**src/rtl/cbl_pkg.sv**
```systemverilog
package cbl_pkg;

    typedef enum logic [1:0] {
        SEQ_IDLE = 2'd0,
        SEQ_COPY = 2'd1,
        SEQ_DONE = 2'd2
    } seq_state_e;

    // Bank store content rule; callers truncate to their data width.
    function automatic int unsigned bank_word(input int unsigned bank, input int unsigned idx);
        return (bank * 71) ^ (idx * 11) ^ 90;
    endfunction

endpackage

```
**src/rtl/cbl_bank_rom.sv**
```systemverilog
module cbl_bank_rom #(
    parameter int NUM_BANKS = 4,
    parameter int NUM_REGS  = 8,
    parameter int DATA_W    = 8,
    parameter int BANK_W    = 2,
    parameter int ADDR_W    = 3
) (
    input  logic [BANK_W-1:0] bank_i,
    input  logic [ADDR_W-1:0] addr_i,
    output logic [DATA_W-1:0] rd_data_o
);
    logic [DATA_W-1:0] mem [NUM_BANKS][NUM_REGS];

    for (genvar b = 0; b < NUM_BANKS; b++) begin : g_bank
        for (genvar i = 0; i < NUM_REGS; i++) begin : g_word
            assign mem[b][i] = DATA_W'(cbl_pkg::bank_word(b, i));
        end
    end

    assign rd_data_o = mem[bank_i][addr_i];
endmodule

```
**src/rtl/cbl_strap_sampler.sv**
```systemverilog
module cbl_strap_sampler #(
    parameter int BANK_W = 2
) (
    input  logic              clk,
    input  logic              rst_n,
    input  logic              strap_i,
    input  logic              pin_hi_i,
    input  logic              pin_lo_i,
    output logic              captured_o,
    output logic              host_mode_o,
    output logic [BANK_W-1:0] bank_o
);
    typedef struct packed {
        logic              captured;
        logic              host_mode;
        logic [BANK_W-1:0] bank;
    } smp_t;

    smp_t s_d, s_q;

    always_comb begin
        s_d = s_q;
        if (!s_q.captured) begin
            s_d.captured  = 1'b1;
            s_d.host_mode = ~strap_i;
            s_d.bank      = strap_i ? BANK_W'({pin_hi_i, pin_lo_i}) : '0;
        end
    end

    always_ff @(posedge clk or negedge rst_n) begin
        if (!rst_n) s_q <= '0;
        else        s_q <= s_d;
    end

    assign captured_o  = s_q.captured;
    assign host_mode_o = s_q.host_mode;
    assign bank_o      = s_q.bank;
endmodule

```
**src/rtl/cbl_copy_seq.sv**
```systemverilog
module cbl_copy_seq
    import cbl_pkg::*;
#(
    parameter int NUM_REGS = 8,
    parameter int ADDR_W   = 3
) (
    input  logic              clk,
    input  logic              rst_n,
    input  logic              start_i,
    output logic              wr_en_o,
    output logic [ADDR_W-1:0] addr_o,
    output logic              done_o
);
    localparam logic [ADDR_W-1:0] LAST_IDX = ADDR_W'(NUM_REGS - 1);

    typedef struct packed {
        seq_state_e        st;
        logic              wr_en;
        logic [ADDR_W-1:0] addr;
        logic              done;
    } seq_t;

    seq_t q_d, q_q;

    always_comb begin
        q_d = q_q;
        unique case (q_q.st)
            SEQ_IDLE: begin
                if (start_i) begin
                    q_d.st    = SEQ_COPY;
                    q_d.wr_en = 1'b1;
                    q_d.addr  = '0;
                end
            end
            SEQ_COPY: begin
                if (q_q.addr == LAST_IDX) begin
                    q_d.st    = SEQ_DONE;
                    q_d.wr_en = 1'b0;
                    q_d.done  = 1'b1;
                end else begin
                    q_d.addr  = q_q.addr + 1'b1;
                end
            end
            SEQ_DONE: begin
                q_d.wr_en = 1'b0;
                q_d.done  = 1'b1;
            end
            default: q_d = '0;
        endcase
    end

    always_ff @(posedge clk or negedge rst_n) begin
        if (!rst_n) q_q <= '0;
        else        q_q <= q_d;
    end

    assign wr_en_o = q_q.wr_en;
    assign addr_o  = q_q.addr;
    assign done_o  = q_q.done;
endmodule

```
**src/rtl/cfg_bank_loader.sv**
```systemverilog
module cfg_bank_loader #(
    parameter int NUM_REGS = 8,
    parameter int DATA_W   = 8,
    parameter int BANK_W   = 2,
    parameter int ADDR_W   = (NUM_REGS > 1) ? $clog2(NUM_REGS) : 1
) (
    input  logic              clk,
    input  logic              rst_n,
    input  logic              strap_i,
    input  logic              pin_hi_i,
    input  logic              pin_lo_i,
    output logic              cfg_wr_en_o,
    output logic [ADDR_W-1:0] cfg_wr_addr_o,
    output logic [DATA_W-1:0] cfg_wr_data_o,
    output logic              load_done_o,
    output logic              host_bus_en_o
);
    localparam int NUM_BANKS = 1 << BANK_W;

    logic              captured;
    logic              host_mode;
    logic [BANK_W-1:0] bank;
    logic              done;

    cbl_strap_sampler #(.BANK_W(BANK_W)) u_sampler (
        .clk         (clk),
        .rst_n       (rst_n),
        .strap_i     (strap_i),
        .pin_hi_i    (pin_hi_i),
        .pin_lo_i    (pin_lo_i),
        .captured_o  (captured),
        .host_mode_o (host_mode),
        .bank_o      (bank)
    );

    cbl_copy_seq #(.NUM_REGS(NUM_REGS), .ADDR_W(ADDR_W)) u_seq (
        .clk     (clk),
        .rst_n   (rst_n),
        .start_i (captured),
        .wr_en_o (cfg_wr_en_o),
        .addr_o  (cfg_wr_addr_o),
        .done_o  (done)
    );

    cbl_bank_rom #(
        .NUM_BANKS (NUM_BANKS),
        .NUM_REGS  (NUM_REGS),
        .DATA_W    (DATA_W),
        .BANK_W    (BANK_W),
        .ADDR_W    (ADDR_W)
    ) u_rom (
        .bank_i    (bank),
        .addr_i    (cfg_wr_addr_o),
        .rd_data_o (cfg_wr_data_o)
    );

    assign load_done_o   = done;
    assign host_bus_en_o = done & host_mode;
endmodule

```
**config.mk**
```make
export PLATFORM = sky130hd
export DESIGN_NAME = cfg_bank_loader
export DESIGN_NICKNAME = d
export VERILOG_FILES = /design/src/rtl/cbl_pkg.sv /design/src/rtl/cbl_bank_rom.sv /design/src/rtl/cbl_strap_sampler.sv /design/src/rtl/cbl_copy_seq.sv /design/src/rtl/cfg_bank_loader.sv
export SDC_FILE = /design/constraint.sdc
export NUM_CORES = 1
export LEC_CHECK = 0
export BUFFER_PORTS_ARGS = -buffer_cell sky130_fd_sc_hd__buf_2
export CORE_AREA = 3 3 45 47
export DETAILED_ROUTE_END_ITERATION = 7
export DIE_AREA = 0 0 48 50
export GPL_TIMING_DRIVEN = 0
export PLACE_DENSITY = 0.83
export SYNTH_ARGS = -nofsm -noshare
export SYNTH_HDL_FRONTEND = slang
export SYNTH_SLANG_ARGS = --single-unit
```
**constraint.sdc**
```tcl
create_clock -name clk -period 2.1 [get_ports clk]
set_clock_uncertainty 0.05 [all_clocks]
set_input_delay 0.105 -clock clk [delete_from_list [all_inputs] [get_ports clk]]
set_output_delay 0.105 -clock clk [all_outputs]
set_load 0.01 [all_outputs]
```
# Word level (Yosys, flattened, before mapping)

Index checks and enable logic that the tools add are counted.

Bits in registers: 11
Output and inout bits: 14

Add/subtract/negate cells: 1
Order comparisons: 2
Eq/ne operators: 6
Muxes and demuxes: 15
Bitwise gates (word level): 6
Reduce and logical (&&, ||, !) cells: 5

Operators with widths:

| cell                  | number |
|---|---|
| $bmux W64 S2          | 1 |
| $mux W64              | 2 |
| $bmux W8 S3           | 1 |
| $mux W8               | 2 |
| $pmux W3 S3           | 1 |
| $mux W3               | 2 |
| $mux W6               | 1 |
| $pmux W2 S3           | 1 |
| $reduce_and A3 Y1     | 2 |
| $ge A4 B4 Y1 const B  | 1 |
| $ne A2 B2 Y1 const B  | 2 |
| $not A3 Y4            | 1 |
| $reduce_and A2 Y1     | 2 |
| $add A3 B1 Y3 const B | 1 |
| $eq A3 B3 Y1 const B  | 1 |
| $ge A3 B3 Y1 const B  | 1 |
| $not A1 Y1            | 3 |
| $not A2 Y3            | 1 |
| $pmux W1 S3           | 1 |
| $eq A2 B1 Y1 const B  | 1 |
| $eq A2 B2 Y1 const B  | 1 |
| $logic_not A2 Y1      | 1 |
| $mux W2               | 1 |
| $ne A2 B1 Y1 const B  | 1 |
| 3 further kinds       | 3 |

# Logic depth before layout (Yosys ltp)

Depth in word-level cells: 7
Depth in mapped cells: 5

# By module

Synthesis repeated with hierarchy kept, for this count alone.

Cells, all modules: 97
Area total of the unflattened synthesis: 908.4 um^2

By module, submodules not included:

| module            | instances | cells each | area each (um^2) |
|---|---|---|---|
| cbl_copy_seq      | 1         | 41         | 455.4 |
| cbl_bank_rom      | 1         | 42         | 309.0 |
| cbl_strap_sampler | 1         | 13         | 137.6 |
| cfg_bank_loader   | 1         | 1          | 6.3 |

# Least setup slack after synthesis

Ideal clock, no wire load.

Kind: register to register
Start: register u_seq.q_q[5] in the netlist's numbering
End: register u_seq.q_q, in the netlist u_seq.addr_o[0]
Data arrival time: 1.331 ns
Required time: 1.925 ns
Slack: 0.594 ns
Cell stages (with the launch flop): 6
Path through: dfrtp_1 inv_1 ha_1 nor2b_2 a211o_1 mux2_4

Longest elaborated chain between the ends: 3

Ends and longest elaborated chain:

| element                                                     | line               | source |
|---|---|---|
| start, declared                                             | cbl_copy_seq.sv:23 | `seq_t q_d, q_q;` |
| start signal, assigned                                      | cbl_copy_seq.sv:54 | `else q_q <= q_d;` |
| $eq A2 B1 Y1 (tied with other cells)                        | cbl_copy_seq.sv:27 | `unique case (q_q.st)` |
| $ne A2 B2 Y1 (no source line) or $not A1 Y1 (tied branches) | n/a                |  |
| $reduce_and A3 Y1 (no source line)                          | n/a                |  |

Several ways; a longest one is shown, not always the timed one.
A chain may end at the register's enable or synchronous reset.

# Worst setup path after layout

Start: register u_sampler.s_q, in the netlist u_sampler.bank_o[0]
End: output port cfg_wr_data_o[3]

Longest elaborated chain between the ends: 7

Ends and longest elaborated chain:

| element                                     | line                    | source |
|---|---|---|
| start, declared                             | cbl_strap_sampler.sv:19 | `smp_t s_d, s_q;` |
| start signal, assigned                      | cbl_strap_sampler.sv:31 | `if (!rst_n) s_q <= '0;` |
| start signal, assigned                      | cbl_strap_sampler.sv:32 | `else s_q <= s_d;` |
| $not A2 Y3 (not written as such)            | cbl_bank_rom.sv:20      | `assign rd_data_o = mem[bank_i][addr_i];` |
| $bmux W64 S2                                | cbl_bank_rom.sv:20      |  |
| $mux W64 (not written as such) (2 in a row) | cbl_bank_rom.sv:20      |  |
| $bmux W8 S3                                 | cbl_bank_rom.sv:20      |  |
| $mux W8 (not written as such) (2 in a row)  | cbl_bank_rom.sv:20      |  |
| end, declared                               | cfg_bank_loader.sv:14   | `output logic [DATA_W-1:0] cfg_wr_data_o,` |

No other way between the ends. The select of a mux whose other input is x is not followed.

==> summary.txt <==
Hold path
  – Path type of the worst min-delay path: in -> reg

Global route
  – Initial antenna violation count: 0
  – Met3 Use GR: ~3.3%
  – Largest net degree at the start of global routing: 12
  – GRT busiest layer: met2
  – Met1 Usage GRT: approximately 18%
  – GRT met2 Usage: around a quarter
  – Grt total ovfl: 0
  – First-pass GRT wire length: about 2600 um
  – Vias in the first global route: between 600 and 700
  – Gr usage total: 14.8%

Routing
  – WL/cell: between 10 and 15 um
  – Iteration-0 DRC Markers: 8
  – Total wire length: 1540 um
  – DRT Pass-1 Iters: 4
  – Vias: around 690
  – Vias per inst: roughly 5.3
  – Residual DRC: 0
  – Post-route antenna net violation count: 0

Clocking
  – Clk sinks: 11
  – CTS buffer count: 3
  – Reg clk slew, reported paths: around 0.070 ns
  – CTS H-tree depth: 1
  – Clock Path Buffers: 2
  – Worst-skew pair later-pin latency: around 0.26 ns
  – Post-CTS Repair Setup Buffers: 0
  – TritonCTS clock tree: built
  – CTS Root Cell: clkbuf_4

Power and ir drop
  – Cell area power density: about 1100 mW/mm^2
  – Clock share of power: about an eighth
  – Combinational share of power: roughly three fifths
  – Int Pwr: slightly below 700 uW
  – Leak: between 0.0005 and 0.0006 uW
  – Net Sw Frac: ~40%
  – Psw: ~450 uW
  – Max VDD drop: 0.671 mV
  – Sequential share of power: roughly 29%

Yosys
  – Commonest cells post-synth: 12 x ha_1, 11 x dfrtp_1, 8 x inv_1, 8 x o21ai_0, 6 x nand2_1
  – Register area share after synthesis: 32.4%
  – Mapped cell area: roughly 850 sq um
  – Share of the synthesized area in the top cell type: about a third
  – Post-Syn Nets: about 110
  – Synth Warn #: 0
  – Top_reg_cell synth: dfrtp_1
  – Mapped Cells: 90
  – Most common cell in the netlist: ha_1
  – Top post-synthesis cells by area: dfrtp_1 32%, ha_1 18%, o21ai_0 4.7%
  – Count of cell types in the netlist: 29
  – Synth area leader: dfrtp_1
  – Ys async rst share: 100%
  – Avg Inst Size Synth: 9.44 sq um
  – Post-synth EDFFs: 0
  – Synthesized flop and latch total: 11

Run status
  – Status: completed

Final layout
  – Share of layout cells above drive strength 1: slightly above 30%
  – FF/Latch Area: 277 sq um
  – Filler instances: about 160
  – Multi-input logic area: between 500 and 600 sq um
  – Final #Nets: roughly 130
  – Fin util: approximately 59%
  – # diodes: 0
  – Layout area overhead: 17.5%

Setup path
  – Worst-path cell with the longest stage delay: dfrtp_2
  – WP data required: ~2.0 ns
  – Crit path max-delay family: compound AO/OA/AOI/OAI gates
  – Crit path buf inv count: 2
  – CP arrival: 1.76 ns
  – Slowest stage delay, CP: 0.41 ns
  – Crit Path Category: reg -> out
  – Crit end category: output port
  – Worst path cell trace: inv_1 -> ha_1 -> nor2b_1 -> o311ai_0 -> o311ai_1 -> buf_2
  – CP Max Fanout: 5
  – CP Launch Type: flip-flop

STA
  – Fin. max-slew vios: 0
  – FMAX: around 520 MHz
  – Unrepaired setup endpoints after global routing: false
  – Final hold vios: 0
  – Setup TNS: 0 ns
  – Tcrit/Tclk final: 91.2%
  – Setup-failing EPs final: 0
  – Fin crit period: 1.92 ns

Die
  – DIE WIDTH: 48 um
  – Die Ht: 50 um
  – Initial core utilization: roughly half
  – FP Rows: 15
  – Placeable Area: 0.00169 sq mm
  – Die ar.: between 0.002 and 0.0025 sq mm
  – Top-level port count: 19

Placement
  – Buffers added on ports: 18
  – GP Congestion: 0.749
  – DP HPWL: around 1300 um

Job
  – Max-Cap Viols: 0
==> cell usage in the layout, fill, tap and decap left out, types with 3 or more instances in the layout <==
cell type / instances
inv_1: 8
nand2_1: 6
nor2b_1: 5
buf_2: 20
dfrtp_1: 10
nor2_1: 4
o21ai_0: 8
ha_1: 12
buf_4: 4
nand2b_1: 3
clkbuf_4: 3
==> per-layer routing <==
layer	up-vias	part of all wire [%]
met5	-	0
met4	0	0.78
met3	2	4.1
met2	19	52
met1	318	43
li1	346	-
==> registers in the layout, indices dropped and copies added, names as in the netlist <==
signal	flops
u_sampler.bank_o	2
u_sampler.captured_o	1
u_sampler.host_mode_o	1
u_seq.addr_o	3
u_seq.done_o	1
u_seq.q_q	2
u_seq.wr_en_o	1
==> kinds of logic after synthesis <==
group                    after synthesis  share of synthesized area [%]
AO/OA/AOI/OAI                         18                           15.0
XOR/XNOR                               4                           4.12
adder cells (fa/ha/maj)               12                           17.7
buffers and inverters                 15                           8.69
flip-flops                            11                           32.4
multiplexers                           4                           5.60
other                                  1                          0.441
AND/OR/NAND/NOR                       25                           16.1
==> cell type report <==
cell class,count,share of cell area [%]
plain buffers,7,4.39
clock buffers,4,2.63
inverters,8,3.01
multi-input cells,64,50.1
flip-flops and latches,11,27.7
well taps,17,2.13
repair buffers,19,10.0
==> per-stage QoR <==
stage | instances | total power, uW | hold slack (ns) | worst slack, ns | cell area [sq um]
after CTS | 130 | 1130 | 0.0388 | 0.0757 | 997
final | 130 | 1120 | 0.0313 | 0.184 | 998
after global routing | 130 | 1230 | 0.0463 | 0.0217 | 998
after floorplan | 90 | 793 | -0.241 | 0.594 | 850
after global placement | 125 | 953 | -0.0671 | 0.489 | 961
after detailed placement | 125 | 990 | -0.0644 | 0.362 | 961
==> worst reg2reg max path: cells and delay by family, from the launching register on <==
| family | cells | cell delay, ns |
|---|---|---|
| DFF | 1 | 0.41 |
| and+or+nand+nor | 2 | 0.50 |
| muxes | 1 | 0.21 |
| adders and majority gates | 2 | 0.45 |
==> final timing paths <==
check,start,to,slack (ns),cells past startpoint
setup / recovery,u_sampler.bank_o[0],cfg_wr_data_o[3],0.18,6
min in group asynchronous,rst_n,u_seq.addr_o[2],0.18,2
setup reg to reg,u_seq.addr_o[0],u_seq.addr_o[0],0.43,5
hold / removal,strap_i,u_sampler.host_mode_o,0.03,2
hold reg to reg,u_seq.wr_en_o,u_seq.wr_en_o,0.45,2
max in group asynchronous,rst_n,u_sampler.bank_o[0],1.60,2
==> timing repair <==
| item | CTS | global route |
|---|---|---|
| gates resized for setup | 0 | 2 |
| setup endpoints to repair | 0 | 1 |
| hold buffers | 1 | 0 |
| hold endpoints to repair | 11 | 0 |
==> power by group through the flow <==
stage | clock network, uW | logic [uW] | registers [uW]
global route | 160 | 736 | 332
global placement | 0 | 629 | 325
CTS | 143 | 666 | 323
detailed placement | 0 | 662 | 327
finish | 140 | 660 | 322
floorplan | 0 | 466 | 327
Power figures use the tool's default switching activity.
